==> src/rtl/irq_bank_pkg.sv <==
package irq_bank_pkg;
   localparam int WORD_BITS = 32;
   localparam int MAX_WORDS = 8;

   typedef logic [WORD_BITS-1:0] word_t;

   // Register group order inside one bank; software depends on this order.
   typedef enum logic [1:0] {
      GRP_STATUS = 2'd0,
      GRP_MASK   = 2'd1,
      GRP_SET    = 2'd2,
      GRP_CLR    = 2'd3
   } grp_e;
endpackage

==> src/rtl/irq_addr_decode.sv <==
module irq_addr_decode
   import irq_bank_pkg::*;
#(
   parameter int N_WORDS = 4,
   parameter int ADDR_W  = 8,
   parameter int WSEL_W  = (N_WORDS > 1) ? $clog2(N_WORDS) : 1
) (
   input  logic [ADDR_W-1:0] addr_i,
   output grp_e              grp_o,
   output logic [WSEL_W-1:0] word_o,
   output logic              in_range_o
);
   localparam int IDX_W = ADDR_W - 2;

   logic [IDX_W-1:0] idx, quo, rem;
   logic             unused_bits;

   assign idx        = addr_i[ADDR_W-1:2];
   assign quo        = idx / IDX_W'(N_WORDS);
   assign rem        = idx % IDX_W'(N_WORDS);
   assign in_range_o = {1'b0, idx} < (IDX_W+1)'(4 * N_WORDS);
   assign grp_o      = grp_e'(quo[1:0]);
   assign word_o     = rem[WSEL_W-1:0];
   assign unused_bits = ^{quo, rem, addr_i[1:0]};
endmodule

==> src/rtl/irq_mask_bank.sv <==
module irq_mask_bank
   import irq_bank_pkg::*;
#(
   parameter int N_WORDS = 4,
   parameter int WSEL_W  = (N_WORDS > 1) ? $clog2(N_WORDS) : 1
) (
   input  logic                         clk_i,
   input  logic                         rst_ni,
   input  logic [N_WORDS*WORD_BITS-1:0] src_i,
   input  logic                         upd_i,
   input  logic                         upd_set_i,
   input  logic [WSEL_W-1:0]            upd_word_i,
   input  word_t                        upd_data_i,
   output logic [N_WORDS*WORD_BITS-1:0] mask_o,
   output logic                         irq_o
);
   logic [N_WORDS-1:0][WORD_BITS-1:0] mask_q;
   logic [N_WORDS*WORD_BITS-1:0]      pend;
   logic                              irq_q;

   for (genvar w = 0; w < N_WORDS; w++) begin : g_word
      logic hit;
      assign hit = upd_i && (upd_word_i == WSEL_W'(w));

      always_ff @(posedge clk_i or negedge rst_ni) begin
         if (!rst_ni) begin
            mask_q[w] <= '1;
         end else if (hit) begin
            if (upd_set_i) mask_q[w] <= mask_q[w] | upd_data_i;
            else           mask_q[w] <= mask_q[w] & ~upd_data_i;
         end
      end


      set_applies_chk: assert property (@(posedge clk_i) disable iff (!rst_ni)
         (hit && upd_set_i) |=> ((mask_q[w] & $past(upd_data_i)) == $past(upd_data_i)));

      clr_applies_chk: assert property (@(posedge clk_i) disable iff (!rst_ni)
         (hit && !upd_set_i) |=> ((mask_q[w] & $past(upd_data_i)) == '0));
   end

   assign mask_o = mask_q;
   assign pend   = src_i & ~mask_o;

   always_ff @(posedge clk_i or negedge rst_ni) begin
      if (!rst_ni) irq_q <= 1'b0;
      else         irq_q <= |pend;
   end
   assign irq_o = irq_q;


   all_masked_quiet_chk: assert property (@(posedge clk_i) disable iff (!rst_ni)
      (&mask_o) |=> !irq_o);

   pend_raises_irq_chk: assert property (@(posedge clk_i) disable iff (!rst_ni)
      ((src_i & ~mask_o) != '0) |=> irq_o);
endmodule

==> src/rtl/irq_banked_aggregator.sv <==
module irq_banked_aggregator
   import irq_bank_pkg::*;
#(
   parameter int N_WORDS = 4,
   parameter int N_CPUS  = 2,
   parameter int ADDR_W  = 8,
   parameter int CPU_W   = (N_CPUS > 1) ? $clog2(N_CPUS) : 1
) (
   input  logic                         clk_i,
   input  logic                         rst_ni,
   input  logic                         bus_valid_i,
   input  logic                         bus_write_i,
   input  logic [CPU_W-1:0]             bus_cpu_i,
   input  logic [ADDR_W-1:0]            bus_addr_i,
   input  logic [WORD_BITS-1:0]         bus_wdata_i,
   output logic                         bus_rvalid_o,
   output logic [WORD_BITS-1:0]         bus_rdata_o,
   input  logic [N_WORDS*WORD_BITS-1:0] src_i,
   output logic [N_CPUS-1:0]            cpu_irq_o
);
   localparam int WSEL_W    = (N_WORDS > 1) ? $clog2(N_WORDS) : 1;
   localparam int MIN_ADDRW = $clog2(16 * N_WORDS);

   if (N_WORDS < 1 || N_WORDS > MAX_WORDS) begin : g_bad_words
      $error("N_WORDS must lie in 1..8");
   end
   if (N_CPUS < 1) begin : g_bad_cpus
      $error("N_CPUS must be at least 1");
   end
   if (ADDR_W < MIN_ADDRW || ADDR_W < 4) begin : g_bad_addr
      $error("ADDR_W too narrow for the bank");
   end

   grp_e                grp;
   logic [WSEL_W-1:0]   word;
   logic                in_range, cpu_ok, rd_req, wr_req, upd;
   word_t               rdata_d, rdata_q;
   logic                rvalid_q;
   logic [N_CPUS-1:0][N_WORDS*WORD_BITS-1:0] mask_all;

   irq_addr_decode #(.N_WORDS(N_WORDS), .ADDR_W(ADDR_W), .WSEL_W(WSEL_W)) u_dec (
      .addr_i     (bus_addr_i),
      .grp_o      (grp),
      .word_o     (word),
      .in_range_o (in_range)
   );

   assign cpu_ok = {1'b0, bus_cpu_i} < (CPU_W+1)'(N_CPUS);
   assign rd_req = bus_valid_i && !bus_write_i;
   assign wr_req = bus_valid_i && bus_write_i;
   assign upd    = wr_req && in_range && cpu_ok && (grp == GRP_SET || grp == GRP_CLR);

   for (genvar c = 0; c < N_CPUS; c++) begin : g_cpu
      logic sel;
      assign sel = (bus_cpu_i == CPU_W'(c));

      irq_mask_bank #(.N_WORDS(N_WORDS), .WSEL_W(WSEL_W)) u_bank (
         .clk_i      (clk_i),
         .rst_ni     (rst_ni),
         .src_i      (src_i),
         .upd_i      (upd && sel),
         .upd_set_i  (grp == GRP_SET),
         .upd_word_i (word),
         .upd_data_i (bus_wdata_i),
         .mask_o     (mask_all[c]),
         .irq_o      (cpu_irq_o[c])
      );
   end

   always_comb begin
      rdata_d = '0;
      if (in_range && cpu_ok) begin
         unique case (grp)
            GRP_STATUS: rdata_d = src_i[word*WORD_BITS +: WORD_BITS];
            GRP_MASK:   rdata_d = mask_all[bus_cpu_i][word*WORD_BITS +: WORD_BITS];
            default:    rdata_d = '0;
         endcase
      end
   end

   always_ff @(posedge clk_i or negedge rst_ni) begin
      if (!rst_ni) begin
         rvalid_q <= 1'b0;
         rdata_q  <= '0;
      end else begin
         rvalid_q <= rd_req;
         if (rd_req) rdata_q <= rdata_d;
      end
   end

   assign bus_rvalid_o = rvalid_q;
   assign bus_rdata_o  = rdata_q;


   rd_latency_chk: assert property (@(posedge clk_i) disable iff (!rst_ni)
      rd_req |=> bus_rvalid_o);

   no_spurious_rsp_chk: assert property (@(posedge clk_i) disable iff (!rst_ni)
      !rd_req |=> !bus_rvalid_o);

   oor_read_zero_chk: assert property (@(posedge clk_i) disable iff (!rst_ni)
      (rd_req && !(in_range && cpu_ok)) |=> (bus_rdata_o == '0));

   oor_write_chk: assert property (@(posedge clk_i) disable iff (!rst_ni)
      (wr_req && !(in_range && cpu_ok)) |=> $stable(mask_all));

   ro_group_write_chk: assert property (@(posedge clk_i) disable iff (!rst_ni)
      (wr_req && (grp == GRP_STATUS || grp == GRP_MASK)) |=> $stable(mask_all));
endmodule

==> config.mk <==
export PLATFORM = sky130hd
export DESIGN_NAME = irq_banked_aggregator
export DESIGN_NICKNAME = d
export VERILOG_FILES = /design/src/rtl/irq_bank_pkg.sv /design/src/rtl/irq_addr_decode.sv /design/src/rtl/irq_mask_bank.sv /design/src/rtl/irq_banked_aggregator.sv
export SDC_FILE = /design/constraint.sdc
export NUM_CORES = 1
export LEC_CHECK = 0
export ABC_CLOCK_PERIOD_IN_PS = 2300
export BUFFER_PORTS_ARGS = -buffer_cell sky130_fd_sc_hd__buf_2
export CAP_MARGIN = 0
export CORE_MARGIN = 8
export CORE_UTILIZATION = 59
export DETAILED_ROUTE_END_ITERATION = 8
export PLACE_DENSITY = 0.9
export SLEW_MARGIN = 20
export SYNTH_ARGS = -nofsm -noshare
export SYNTH_HDL_FRONTEND = slang
export SYNTH_SLANG_ARGS = --single-unit
==> constraint.sdc <==
create_clock -name clk_i -period 2.3 [get_ports clk_i]
set_clock_uncertainty 0.05 [all_clocks]
set_input_delay 0 -clock clk_i [delete_from_list [all_inputs] [get_ports clk_i]]
set_output_delay 0 -clock clk_i [all_outputs]
set_load 0.02 [all_outputs]
==> results.sh <==
export IMPL_worst_ep_arrival_time_ps=2570
export IMPL_grt_use_total_pct=41.1
export IMPL_firstDrtPassIters=6
export IMPL_crit_required_ps=2640
export IMPL_hold_depth=5
export IMPL_htree_num_levels=2
export IMPL_rrSetupSlack_ps=70
export IMPL_cellLeakagePower_uw=0.00906
export IMPL_outcome="completed"
export IMPL_yosys_area_top_type="dfstp_2"
export IMPL_die_h_um=188
export IMPL_synth_warnings=0
export IMPL_maxCapViolations=0
export IMPL_numPortBuffers=205
export IMPL_fp_row_count=63
export IMPL_ys_ff_latch=291
export IMPL_path_cells="dlygate4sd3_1 > buf_2 > nor2b_4 > buf_12 > buf_12 > mux2i_1 > o32ai_1 > dlygate4sd3_1 > o31ai_1 > nand2_1"
export IMPL_synth_edf_count=0
export IMPL_finalCriticalPeriod_ps=2240
export IMPL_crit_path_top_delay_cell="dlygate4sd3_1"
export IMPL_combPwrFrac_pct=14.6
export IMPL_cts_buffer_depth=3
export IMPL_via_count=16900
export IMPL_cts_tree="built"
export IMPL_yosysMostFrequentCell="nand2_1"
export IMPL_worstMarginPinSlew_ps=1060
export IMPL_critPathKind="input pin to flop"
export IMPL_ios=208
export IMPL_max_stage_delay_ps=590
export IMPL_whs_ps=2.20
export IMPL_dieArea_mm2=0.0352
export IMPL_viasPerCell=6.94
export IMPL_critPathMaxFanout=23
export IMPL_area_delta_synth_final_pct=20.2
export IMPL_ys_seq_area_share_pct=43.7
export IMPL_grt_pass1_wl_mm=109
export IMPL_p_clk_share_pct=42.8
export IMPL_endpoint_kind="flop"
export IMPL_numCtsBuffers=34
export IMPL_antennaDiodeCount=0
export IMPL_clkTransAtPathRegs_ps=60
export IMPL_dpl_hpwl_mm=53.2
export IMPL_fin_nets=2194
export IMPL_fin_total_pwr_uw=13000
export IMPL_reg2reg_depth=5
export IMPL_yosysUniqueCellTypes=46
export IMPL_synthTopCellsByCount="346 x nand2_1, 256 x dfstp_2, 181 x mux2_2, 119 x inv_1, 107 x mux2_1"
export IMPL_holdPathEnd="bus_rdata_o[3]$_DFFE_PN0P_"
export IMPL_ant_nets=0
export IMPL_ir_worst_vdd_v=0.000758
export IMPL_hold_violations=0
export IMPL_drive_above_1_share_pct=38.2
export IMPL_grt_overflow=0
export IMPL_drtIter0Drc=2830
export IMPL_syn_cell_area_mm2=0.0174
export IMPL_synthFlopType="dfstp_2"
export IMPL_slew_headroom_pct=28.5
export IMPL_route_detailed_drc=0
export IMPL_worstReg2RegEnd="g_cpu[0].u_bank.irq_o$_DFF_PN0_"
export IMPL_final_core_util_pct=71.2
export IMPL_first_global_vias=16600
export IMPL_synth_fp_nets=1977
export IMPL_place_inst=2309
export IMPL_min_delay_start="src_i[99]"
export IMPL_p_seq_share_pct=42.6
export IMPL_min_period_over_period_pct=97.3
export IMPL_synth_top_area_share_pct=38.7
export IMPL_startpoint="bus_addr_i[4]"
export IMPL_wl_per_cell_um=30.8
export IMPL_power_density_mw_per_mm2=621
export IMPL_crit_buf_inv=5
export IMPL_cp_start_kind="input pin"
export IMPL_setup_viol=0
export IMPL_rsz0062_at_grt="false"
export IMPL_start_util_pct=59.3
export IMPL_grt_max_degree=147
export IMPL_async_flop_share_pct=100
export IMPL_antenna_found_initial=4
export IMPL_gp_congestion=1.02
export IMPL_root_buffer="clkbuf_16"
export IMPL_syn_avg_cell_area_um2=9.64
export IMPL_switching_power_uw=3590
export IMPL_hp_class="input pin to flop"
export IMPL_switching_share_pct=27.7
export IMPL_synthCells=1804
export IMPL_slew_violations=0
export IMPL_clk_latency_ps=510
export IMPL_cts_sinks=291
export IMPL_max_clock_freq_mhz=447
export IMPL_setup_tns_ps=0
export IMPL_wirelength_mm=75.2
export IMPL_power_internal_uw=9380
export IMPL_dieWidth_um=188
export IMPL_final_cells=2437
export IMPL_coreArea_mm2=0.0293
export IMPL_synth_area_leaders="dfstp_2 39%, mux2_2 12%, nand2_1 7.5%"
export IMPL_cp_top_family="buffers and inverters"
[layout by cell type, fill, tap and decap left out, types with 3 or more instances in the layout]
| master | instances |
|---|---|
| a221oi_1 | 11 |
| nor3_1 | 13 |
| nor2_2 | 7 |
| mux2i_1 | 47 |
| a21oi_1 | 91 |
| clkbuf_16 | 38 |
| nand2_1 | 346 |
| a211o_1 | 5 |
| buf_4 | 43 |
| nand2b_1 | 71 |
| o211ai_1 | 4 |
| mux2_1 | 107 |
| nor2_1 | 37 |
| o32ai_1 | 10 |
| o211a_1 | 3 |
| dlygate4sd3_1 | 61 |
| o31ai_1 | 10 |
| inv_1 | 118 |
| o22ai_1 | 83 |
| o311ai_0 | 17 |
| a21boi_0 | 14 |
| buf_2 | 203 |
| nor4_1 | 13 |
| a21o_1 | 15 |
| nor2b_1 | 14 |
| dfstp_2 | 256 |
| a22o_1 | 22 |
| a211oi_1 | 18 |
| nand4_1 | 8 |
| clkbuf_1 | 12 |
| dfrtp_1 | 35 |
| o2111ai_1 | 23 |
| mux2_2 | 181 |
| clkbuf_8 | 8 |
| buf_12 | 27 |
| o21ai_0 | 34 |
| a2bb2oi_1 | 16 |
[power groups by stage]
stage | Combinational [µW] | Clock, µW | Sequential, µW
finish | 1890 | 5550 | 5530
global placement | 1680 | 0 | 5580
detailed placement | 1700 | 0 | 5590
floorplan | 817 | 0 | 5550
CTS | 1790 | 5550 | 5510
global route | 1940 | 5770 | 5530
[tightest hold or removal path, stage by stage]
cell and delay, ps:
buf_2 90, inv_1 50, a21oi_1 130, a211o_1 140
a22o_1 120
[metal layers]
layer  share of wire, %  track usage [%]  wire [µm]
met5              0.052                0         39
met4                7.3             23.2       5460
met3                 14             11.7      10800
met2                 42             59.9      31600
met1                 36             54.4      27300
[worst max-delay path by stage]
stage | cells past startpoint | endpoint
6_report | 10 | bus_rdata_o[27]$_DFFE_PN0P_
5_1_grt | 10 | bus_rdata_o[27]$_DFFE_PN0P_
4_1_cts | 6 | g_cpu[0].u_bank.irq_o$_DFF_PN0_
3_5_place_dp | 6 | g_cpu[0].u_bank.irq_o$_DFF_PN0_
3_3_place_gp | 6 | g_cpu[0].u_bank.irq_o$_DFF_PN0_
2_1_floorplan | 5 | g_cpu[0].u_bank.irq_o$_DFF_PN0_
[layout make-up]
| cell class | instances | area [µm²] |
|---|---|---|
| Multi-Input combinational cell | 1239 | 8680 |
| Fill cell | 2094 | 8430 |
| Sequential cell | 291 | 7600 |
| Timing Repair Buffer | 336 | 2530 |
| Clock buffer | 57 | 1080 |
| Tap cell | 390 | 488 |
| Inverter | 119 | 447 |
| Clock inverter | 5 | 57.6 |
[metrics by stage]
step / area, µm² / worst slack (ps)
after global placement: 19100 / 5.10
after detailed placement: 19100 / 19.2
after global routing: 20900 / 3.80
final: 20900 / 61.5
after CTS: 20800 / 7.33
after floorplan: 17400 / 487
[logic make-up after synthesis]
logic type	count (synthesis)	share of synthesized area (%)
buffers and inverters	274	6.64
AOI/OAI and AO/OA	382	14.9
muxes	335	21.4
and+or+nand+nor	522	13.3
DFF	291	43.7
[repair_timing]
item	CTS	global route
hold buffers	61	0
buffers inserted	0	4
hold endpoints to repair	345	0
endpoints found under the setup margin	0	4
gates resized for setup	0	2
Power figures use the tool's default switching activity.
